<file path="src/rtl/cardinit_pkg.sv">
package cardinit_pkg;

  localparam logic [5:0] IDX_GO_IDLE  = 6'd0;
  localparam logic [5:0] IDX_OP_COND  = 6'd1;
  localparam logic [5:0] IDX_READ_OCR = 6'd58;

  localparam logic [7:0] CRC_GO_IDLE  = 8'h95;
  localparam logic [7:0] CRC_FILLER   = 8'hFF;

  typedef enum logic [1:0] {
    CK_NONE,
    CK_GO_IDLE,
    CK_READ_OCR,
    CK_OP_COND
  } cmd_kind_e;

  typedef enum logic [3:0] {
    ST_IDLE,
    ST_WAKE_REQ,
    ST_WAKE_WAIT,
    ST_RST_REQ,
    ST_RST_WAIT,
    ST_OCR_REQ,
    ST_OCR_WAIT,
    ST_POLL_REQ,
    ST_POLL_WAIT
  } seq_state_e;

  typedef enum logic [1:0] {
    RES_READY,
    RES_VOLT,
    RES_TMO,
    RES_RSP
  } result_e;

endpackage

</file>
<file path="src/rtl/cardinit_cmd_fmt.sv">
module cardinit_cmd_fmt
  import cardinit_pkg::*;
#(
  parameter int ARG_W = 32
) (
  input  cmd_kind_e        kind_i,
  output logic [5:0]       index_o,
  output logic [ARG_W-1:0] arg_o,
  output logic [7:0]       crc_o
);

  // every command of the power-up sequence carries a zero operand
  assign arg_o = '0;

  always_comb begin
    index_o = IDX_GO_IDLE;
    crc_o   = CRC_FILLER;
    unique case (kind_i)
      CK_GO_IDLE: begin
        index_o = IDX_GO_IDLE;
        crc_o   = CRC_GO_IDLE;
      end
      CK_READ_OCR: index_o = IDX_READ_OCR;
      CK_OP_COND:  index_o = IDX_OP_COND;
      default: begin
        index_o = IDX_GO_IDLE;
        crc_o   = CRC_FILLER;
      end
    endcase
  end

endmodule

</file>
<file path="src/rtl/cardinit_retry_ctr.sv">
module cardinit_retry_ctr #(
  parameter int CNT_W = 16
) (
  input  logic             clk,
  input  logic             rst_n,
  input  logic             load_i,
  input  logic [CNT_W-1:0] lim_i,
  input  logic             inc_i,
  output logic             spent_o
);

  localparam logic [CNT_W-1:0] ONE = {{(CNT_W-1){1'b0}}, 1'b1};

  logic [CNT_W-1:0] lim_q, lim_d;
  logic [CNT_W-1:0] cnt_q, cnt_d;
  logic [CNT_W-1:0] lim_eff;
  logic             lim_en, cnt_en;

  assign lim_eff = (lim_q == '0) ? ONE : lim_q;

  always_comb begin
    lim_en = load_i;
    lim_d  = lim_i;
    cnt_en = load_i | inc_i;
    cnt_d  = load_i ? '0 : cnt_q + ONE;
  end

  always_ff @(posedge clk or negedge rst_n) begin
    if (!rst_n) begin
      lim_q <= '0;
      cnt_q <= '0;
    end else begin
      if (lim_en) lim_q <= lim_d;
      if (cnt_en) cnt_q <= cnt_d;
    end
  end

  assign spent_o = (cnt_q >= lim_eff);


  poll_cnt_bound_chk: assert property (@(posedge clk) disable iff (!rst_n)
    cnt_q <= lim_eff);


  no_inc_when_spent_chk: assert property (@(posedge clk) disable iff (!rst_n)
    inc_i |-> !spent_o);

endmodule

</file>
<file path="src/rtl/cardinit_ocr_win.sv">
module cardinit_ocr_win #(
  parameter int DATA_W = 32,
  parameter int WIN_LO = 15,
  parameter int WIN_HI = 23
) (
  input  logic                     clk,
  input  logic                     rst_n,
  input  logic                     load_i,
  input  logic [WIN_HI-WIN_LO:0]   mask_i,
  input  logic [DATA_W-1:0]        ocr_i,
  output logic                     fit_o
);

  localparam int WIN_W = WIN_HI - WIN_LO + 1;

  logic [WIN_W-1:0] mask_q;
  logic [WIN_W-1:0] common;

  always_ff @(posedge clk or negedge rst_n) begin
    if (!rst_n) mask_q <= '0;
    else if (load_i) mask_q <= mask_i;
  end

  for (genvar b = 0; b < WIN_W; b++) begin : g_win
    assign common[b] = ocr_i[WIN_LO + b] & mask_q[b];
  end

  assign fit_o = |common;

endmodule

</file>
<file path="src/rtl/cardinit_seq.sv">
module cardinit_seq
  import cardinit_pkg::*;
#(
  parameter int RETRY_W   = 16,
  parameter int WAKE_CLKS = 80,
  parameter int WIN_LO    = 15,
  parameter int WIN_HI    = 23
) (
  input  logic                   clk,
  input  logic                   rst_n,
  input  logic                   start_i,
  input  logic                   ocr_chk_en_i,
  input  logic [WIN_HI-WIN_LO:0] volt_mask_i,
  input  logic [RETRY_W-1:0]     retry_lim_i,
  output logic                   wake_req_o,
  output logic [7:0]             wake_clks_o,
  output logic                   cmd_valid_o,
  output logic [5:0]             cmd_index_o,
  output logic [31:0]            cmd_arg_o,
  output logic [7:0]             cmd_crc_o,
  input  logic                   lnk_done_i,
  input  logic [7:0]             rsp_r1_i,
  input  logic [31:0]            rsp_data_i,
  output logic                   busy_o,
  output logic                   ready_o,
  output logic                   volt_err_o,
  output logic                   tmo_err_o,
  output logic                   rsp_err_o
);

  localparam logic [7:0] WAKE_CNT = 8'(WAKE_CLKS);

  seq_state_e state_q, state_d;
  result_e    res_q, res_d;
  logic       res_vld_q, res_vld_d;
  logic       ocr_en_q;
  logic       accept;
  logic       fin;
  result_e    fin_code;
  logic       r1_err;
  logic       win_fit;
  logic       spent;
  cmd_kind_e  kind;

  assign accept = (state_q == ST_IDLE) && start_i;
  assign r1_err = |rsp_r1_i[7:1];

  // next-state process
  always_comb begin
    state_d  = state_q;
    fin      = 1'b0;
    fin_code = RES_READY;
    unique case (state_q)
      ST_IDLE:      if (start_i) state_d = ST_WAKE_REQ;
      ST_WAKE_REQ:  state_d = ST_WAKE_WAIT;
      ST_WAKE_WAIT: if (lnk_done_i) state_d = ST_RST_REQ;
      ST_RST_REQ:   state_d = ST_RST_WAIT;
      ST_RST_WAIT: begin
        if (lnk_done_i) begin
          if (r1_err) begin
            fin = 1'b1; fin_code = RES_RSP;
          end else begin
            state_d = ocr_en_q ? ST_OCR_REQ : ST_POLL_REQ;
          end
        end
      end
      ST_OCR_REQ:   state_d = ST_OCR_WAIT;
      ST_OCR_WAIT: begin
        if (lnk_done_i) begin
          if (r1_err) begin
            fin = 1'b1; fin_code = RES_RSP;
          end else if (!win_fit) begin
            fin = 1'b1; fin_code = RES_VOLT;
          end else begin
            state_d = ST_POLL_REQ;
          end
        end
      end
      ST_POLL_REQ:  state_d = ST_POLL_WAIT;
      ST_POLL_WAIT: begin
        if (lnk_done_i) begin
          if (r1_err) begin
            fin = 1'b1; fin_code = RES_RSP;
          end else if (!rsp_r1_i[0]) begin
            fin = 1'b1; fin_code = RES_READY;
          end else if (spent) begin
            fin = 1'b1; fin_code = RES_TMO;
          end else begin
            state_d = ST_POLL_REQ;
          end
        end
      end
      default: state_d = ST_IDLE;
    endcase
    if (fin) state_d = ST_IDLE;
  end

  always_comb begin
    res_vld_d = res_vld_q;
    res_d     = res_q;
    if (accept) begin
      res_vld_d = 1'b0;
    end else if (fin) begin
      res_vld_d = 1'b1;
      res_d     = fin_code;
    end
  end

  // register process
  always_ff @(posedge clk or negedge rst_n) begin
    if (!rst_n) begin
      state_q   <= ST_IDLE;
      res_q     <= RES_READY;
      res_vld_q <= 1'b0;
      ocr_en_q  <= 1'b0;
    end else begin
      state_q   <= state_d;
      res_q     <= res_d;
      res_vld_q <= res_vld_d;
      if (accept) ocr_en_q <= ocr_chk_en_i;
    end
  end

  always_comb begin
    unique case (state_q)
      ST_RST_REQ:  kind = CK_GO_IDLE;
      ST_OCR_REQ:  kind = CK_READ_OCR;
      ST_POLL_REQ: kind = CK_OP_COND;
      default:     kind = CK_NONE;
    endcase
  end

  cardinit_cmd_fmt #(.ARG_W(32)) fmt_i (
    .kind_i  (kind),
    .index_o (cmd_index_o),
    .arg_o   (cmd_arg_o),
    .crc_o   (cmd_crc_o)
  );

  cardinit_retry_ctr #(.CNT_W(RETRY_W)) retry_i (
    .clk     (clk),
    .rst_n   (rst_n),
    .load_i  (accept),
    .lim_i   (retry_lim_i),
    .inc_i   (state_q == ST_POLL_REQ),
    .spent_o (spent)
  );

  cardinit_ocr_win #(.DATA_W(32), .WIN_LO(WIN_LO), .WIN_HI(WIN_HI)) win_i (
    .clk    (clk),
    .rst_n  (rst_n),
    .load_i (accept),
    .mask_i (volt_mask_i),
    .ocr_i  (rsp_data_i),
    .fit_o  (win_fit)
  );

  assign wake_req_o  = (state_q == ST_WAKE_REQ);
  assign wake_clks_o = WAKE_CNT;
  assign cmd_valid_o = (kind != CK_NONE);
  assign busy_o      = (state_q != ST_IDLE);
  assign ready_o     = res_vld_q && (res_q == RES_READY);
  assign volt_err_o  = res_vld_q && (res_q == RES_VOLT);
  assign tmo_err_o   = res_vld_q && (res_q == RES_TMO);
  assign rsp_err_o   = res_vld_q && (res_q == RES_RSP);


  wake_cmd_excl_chk: assert property (@(posedge clk) disable iff (!rst_n)
    !(wake_req_o && cmd_valid_o));


  wake_after_start_chk: assert property (@(posedge clk) disable iff (!rst_n)
    $rose(busy_o) |-> wake_req_o);


  reset_cmd_crc_chk: assert property (@(posedge clk) disable iff (!rst_n)
    (cmd_valid_o && cmd_index_o == 6'd0) |-> (cmd_crc_o == 8'h95 && cmd_arg_o == 32'd0));


  poll_no_operand_chk: assert property (@(posedge clk) disable iff (!rst_n)
    (cmd_valid_o && cmd_index_o == 6'd1) |-> cmd_arg_o == 32'd0);


  ready_source_chk: assert property (@(posedge clk) disable iff (!rst_n)
    $rose(ready_o) |-> $past(lnk_done_i && rsp_r1_i == 8'h00));


  rsp_err_source_chk: assert property (@(posedge clk) disable iff (!rst_n)
    $rose(rsp_err_o) |-> $past(lnk_done_i && rsp_r1_i[7:1] != 7'd0));


  start_ignored_chk: assert property (@(posedge clk) disable iff (!rst_n)
    (busy_o && start_i && !lnk_done_i) |=> !wake_req_o);


  one_result_chk: assert property (@(posedge clk) disable iff (!rst_n)
    $onehot0({ready_o, volt_err_o, tmo_err_o, rsp_err_o}));


  busy_no_result_chk: assert property (@(posedge clk) disable iff (!rst_n)
    busy_o |-> !(ready_o || volt_err_o || tmo_err_o || rsp_err_o));

endmodule

</file>
<file path="config.mk">
export PLATFORM = sky130hd
export DESIGN_NAME = cardinit_seq
export DESIGN_NICKNAME = d
export VERILOG_FILES = /design/src/rtl/cardinit_pkg.sv /design/src/rtl/cardinit_cmd_fmt.sv /design/src/rtl/cardinit_retry_ctr.sv /design/src/rtl/cardinit_ocr_win.sv /design/src/rtl/cardinit_seq.sv
export SDC_FILE = /design/constraint.sdc
export NUM_CORES = 1
export LEC_CHECK = 0
export BUFFER_PORTS_ARGS = -buffer_cell sky130_fd_sc_hd__buf_2
export CAP_MARGIN = 20
export CORE_UTILIZATION = 30
export CTS_CLUSTER_SIZE = 16
export DETAILED_ROUTE_END_ITERATION = 16
export PLACE_DENSITY = 0.57
export RECOVER_POWER = 50
export SETUP_SLACK_MARGIN = 0.05
export SLEW_MARGIN = 20
export SYNTH_ARGS = -nofsm -noshare
export SYNTH_HDL_FRONTEND = slang
export SYNTH_HIERARCHICAL = 1
export SYNTH_SLANG_ARGS = --single-unit
</file>
<file path="constraint.sdc">
create_clock -name clk -period 3.2 [get_ports clk]
set_clock_uncertainty 0.2 [all_clocks]
set_input_delay 0.64 -clock clk [delete_from_list [all_inputs] [get_ports clk]]
set_output_delay 0.64 -clock clk [all_outputs]
set_load 0.01 [all_outputs]
</file>
### Yosys cells after proc, flatten, opt, wreduce, memory -nomap -nowiden

Index checks and enable logic that the tools add are counted.
Widths: inputs -> output; s select.

* bits in registers: 49
* memories: 0
* input port bits: 70
* RAM bits: 0
* ROM bits: 0
* latch bits: 0

* shifts and indexed selects: 0
* multipliers: 0
* multiplexer cells: 41
* bitwise gates (word level): 11
* equality and inequality tests: 25
* reductions and logical operators: 15
* order comparisons: 1
* add/sub/neg operators: 1
* div/mod/pow operators: 0

Operators with widths (count)
* $mux 4: 12
* $pmux 4 s9: 1
* $ne 3x3->1 const B: 11
* $mux 16: 2
* $mux 2: 9
* $add 16x1->16 const B: 1
* $eq 4x3->1 const B: 4
* $ge 16x16->1: 1
* $logic_not 16->1: 1
* $mux 1: 12
* $pmux 2 s3: 2
* $pmux 6 s2: 1
* $reduce_and 11->1: 1
* $and 1x1->1: 9
* $reduce_or 9->1: 1
* $eq 2x2->1 const B: 4
* $eq 4x2->1 const B: 2
* $mux 7: 1
* $reduce_or 7->1: 1
* $logic_and 1x1->1: 5
* $eq 2x1->1 const B: 2
* $eq 4x1->1 const B: 1
* $eq 4x4->1 const B: 1
* $logic_not 4->1: 1
* other kinds (7): 8

### Longest topological paths before layout

* word-level depth: 10
* mapped depth: 12
* mapped depth without buffers: 12

### By module

The synthesis kept the hierarchy.

By module, submodules not included
* cardinit_retry_ctr: area each 1804.2 um^2, cells an instance 191, instances 1, seq. area each 800.8 um^2
* cardinit_seq: area each 735.7 um^2, cells an instance 90, instances 1, seq. area each 200.2 um^2
* cardinit_ocr_win: area each 384.1 um^2, cells an instance 24, instances 1, seq. area each 225.2 um^2
* cardinit_cmd_fmt: area each 349.1 um^2, cells an instance 48, instances 1, seq. area each 0.0 um^2

### Worst setup path after synthesis

Ideal clock, no wire load.

* path type: register to register
* start point: register retry_i.lim_q[8]
* end point: register state_q[0]
* cell stages (with the launch flop): 13
* buffers on the path: 0
* setup time: 74 ps
* arrival time: 2415 ps
* data required time: 2926 ps
* setup slack: 511 ps
* clock period less this slack: 2689 ps
* cells stage by stage: dfrtp_1 > nor4_1 > a41o_1 > ha_1 > a31oi_1 > nor2b_1 > o31ai_1 > o211ai_1 > nor2b_1 > nor2_2 > o311ai_4 > nor4bb_2 > nor2b_1

* word-level cells in the longest chain between the ends: 10

Ends and longest elaborated chain
* start: declaration: RTL line cardinit_retry_ctr.sv:14 `logic [CNT_W-1:0] lim_q, lim_d;`
* start signal: assignment: RTL line cardinit_retry_ctr.sv:33 `if (lim_en) lim_q <= lim_d;`
* $logic_not 16->1: RTL line cardinit_retry_ctr.sv:19 `assign lim_eff = (lim_q == '0) ? ONE : lim_q;`
* $mux 16 *: RTL line cardinit_retry_ctr.sv:19
* $ge 16x16->1 *: RTL line cardinit_retry_ctr.sv:38 `assign spent_o = (cnt_q >= lim_eff);`
* named net spent: RTL line cardinit_seq.sv:42 `logic spent;`
* $mux 1: RTL line cardinit_seq.sv:86 `end else if (spent) begin`
* $mux 1: RTL line cardinit_seq.sv:84 `end else if (!rsp_r1_i[0]) begin`
* $mux 1: RTL line cardinit_seq.sv:82 `if (r1_err) begin`
* $mux 1: RTL line cardinit_seq.sv:81 `if (lnk_done_i) begin`
* $pmux 1 s3: RTL line cardinit_seq.sv:53 `unique case (state_q)`
* $ne 3x3->1 (no line)
* $reduce_and 11->1 (no line)
* end signal: assignment: RTL line cardinit_seq.sv:117 `state_q <= state_d;`
* end: declaration: RTL line cardinit_seq.sv:33 `seq_state_e state_q, state_d;`

The timed path passes the listed nets; every way through them passes the cells marked *.
A chain may end at the register's enable or synchronous reset.

### Worst setup path after layout

* start point: register retry_i.lim_q[8]
* end point: register state_q[1]

The elaborated chain is that of the path after synthesis.

==> impl_metrics.py <==
metrics = {
    "status": {
        "status": "complete, no violations",
    },
    "clock_tree": {
        "htreeDepth": 2,
        "cts_hold_repair.buffers": 0,
        "clockRootBuffer": "clkbuf_8",
        "cts_tree": "built",
        "cts.sinks": 49,
        "cts_max_path_buffers": 2,
        "clkLatencyLatePin_ps": 310,
        "path_clk_slew_ps": 100,
        "cts_made_buffers": 5,
    },
    "sta": {
        "finalHoldViolCount": 0,
        "worst-slew-pin-transition_ps": 1420,
        "layout_min_cycle_time_ps": 2910,
        "setup_viol": 0,
        "period_share": 0.909,
        "worst_slew_margin_rel": 0.0550,
        "fmax_mhz": 344,
        "setup_tns_ps": 0,
        "rsz0062_at_grt": "no",
        "slew_violations": 0,
    },
    "detailed_routing": {
        "highest_layer": "met4",
        "via_count": 2495,
        "met3_length_microns": 368,
        "drt-total-wl_microns": 6510,
        "vias_per_cell": 4.57,
        "drt-initial-drc-count": 116,
        "wl_per_cell_microns": 11.9,
        "wl_met1_microns": 3090,
        "firstDrtPassIters": 4,
        "postRouteAntennaNets": 0,
        "dr_wl_met2_microns": 3010,
        "drc": 0,
    },
    "worst_hold_path": {
        "hold_class": "reg -> reg",
        "worstHoldPathCells": 1,
    },
    "synth": {
        "synth_top_area_cell": "dfrtp_1",
        "ys_seq_elements": 49,
        "yosys.area.top_type_share": 0.375,
        "avgSynthCellArea_sq_um": 9.27,
        "synthCells": 353,
        "yosysUniqueCellTypes": 52,
        "ys_warn_count": 6,
        "syn_area_sq_mm": 0.00327,
        "synth-main-ff-cell": "dfrtp_1",
        "synth-edff-count": 0,
        "yosysMostFrequentCell": "buf_4",
        "synth.top_cells.by_area": "dfrtp_1 37%, buf_4 12%, ha_1 6.5%",
        "synth-async-reset-ratio": 1.00,
        "seq_area_frac_synth": 0.375,
        "synth_common_cells": "52 x buf_4, 49 x dfrtp_1, 34 x nand2_1",
    },
    "finish": {
        "nFillCells": 1107,
        "nets": 496,
        "antenna-diode-count": 0,
        "syn_to_final_growth_pct": 11.4,
        "drive_above_1_share": 0.244,
    },
    "setup_path": {
        "crit_type": "reg -> reg",
        "required_ps": 3250,
        "crit_path_end_kind": "flop",
        "critical_path.max_stage_delay_ps": 410,
        "startpoint_type": "flop",
        "cp.arrival_ps": 2960,
        "crit_family": "compound AO/OA/AOI/OAI gates",
        "rrSetupSlack_ps": 290,
        "r2r_cells": 12,
        "cp_max_fo": 3,
        "path_buf_inv": 0,
        "slowest_stage": "dfrtp_1",
        "crit_chain": "nor4_2, a41o_1, ha_1, nor2b_1, o211a_1, o31ai_2, o211ai_1, nor2b_2, nor2_2, o311ai_4, nor4bb_4, a22o_1",
        "cp.depth": 12,
    },
    "global_routing": {
        "grt_pass1_wl_microns": 10800,
        "grt-ovfl-total": 0,
        "grt_max_degree": 50,
        "grt.total_usage": 0.118,
        "grt_pass1_vias": 2311,
        "antenna_found_initial": 0,
    },
    "power": {
        "p_leak_nw": 1.78,
        "vdd_ir_drop_max_uv": 349,
        "p_per_area_mw_per_mm2": 742,
        "p_total_mw": 2.70,
    },
    "place": {
        "gp_congestion": 0.738,
        "io_buffers": 62,
        "dpl.hpwl_microns": 5030,
    },
    "run": {
        "cap_violations": 0,
    },
    "floorplanning": {
        "die_y_microns": 106,
        "num_io_pins": 131,
        "start_util": 0.313,
        "std_cell_rows": 37,
        "die_w_microns": 106,
        "core_sq_mm": 0.0105,
        "die-area_sq_mm": 0.0113,
    },
}
[state kept, by name (all words and copies together), names as in the netlist]
signal / count
ocr_en_q: 1
res_vld_q: 1
retry_i/cnt_q: 16
res_q: 2
state_q: 4
retry_i/lim_q: 16
win_i/mask_q: 9
[metal layers]
metal,GRT usage,vias up
li1,-,1228
met5,0,-
met4,0.0264,0
met3,0.0221,5
met1,0.161,1182
met2,0.195,80
[timing repair]
item                                    in CTS  in global routing
buffers inserted                             0                  1
endpoints found under the setup margin       2                  4
resized for setup                            1                  5
pin swaps                                    0                  1
endpoints found under the hold margin        0                  0
[power by group]
group / switching (mW) / total [mW] / internal [mW]
Sequential: 0.262 / 1.12 / 0.861
Combinational: 0.630 / 1.19 / 0.558
Clock: 0.217 / 0.393 / 0.176
Total: 1.11 / 2.70 / 1.59
[cell usage in the layout, fill, tap and decap left out, drive strengths merged, types with 3 or more instances in the layout]
master and count:
xnor2 8, a21oi 13, o21ai 25, and2 3, nand4 8, nor3 8
nor2 26, conb 45, nand3 6, ha 17, clkbuf 15, buf 61
xor2 5, nand2b 4, nor2b 10, nand2 35, dfrtp 49, and3 3
nor4 7, inv 19, mux2 13
[cell families after synthesis]
kind of cell             count (synthesis)  share of synthesized area
AO/OA/AOI/OAI                           54                      0.107
XOR/XNOR                                13                     0.0348
adder cells (fa/ha/maj)                 17                     0.0650
buffers and inverters                   81                      0.155
flip-flops                              49                      0.375
multiplexers                            15                     0.0508
other                                    4                    0.00459
AND/OR/NAND/NOR                        120                      0.208
[worst paths after layout]
kind | from | to
hold / removal | retry_i/lim_q[0] | retry_i/lim_q[0]
hold reg to reg | retry_i/lim_q[0] | retry_i/lim_q[0]
setup / recovery | retry_i/lim_q[8] | state_q[1]
max in group asynchronous | rst_n | state_q[3]
min in group asynchronous | rst_n | retry_i/lim_q[4]
setup reg to reg | retry_i/lim_q[8] | state_q[1]
[through the flow]
stage                     cell area (sq um)  hold slack [ps]  utilization  worst slack (ps)  instances
after floorplan                        3430              144            -               511        394
after global placement                 3520              290        0.337              93.3        537
after detailed placement               3520              298        0.337              50.2        537
after CTS                              3630              141        0.347               104        545
after global routing                   3640              329        0.348              80.7        546
final                                  3640              322        0.348               292        546
[cell type report]
class	count	area [sq um]	share of cell area
multi-input cells	264	1730	0.474
flip-flops and latches	49	1230	0.336
repair buffers	70	352	0.0965
well taps	136	170	0.0467
clock buffers	6	82.6	0.0227
inverters	19	71.3	0.0196
clock inverters	2	13.8	0.00378
No activity file was read; power rests on OpenSTA's default activity.
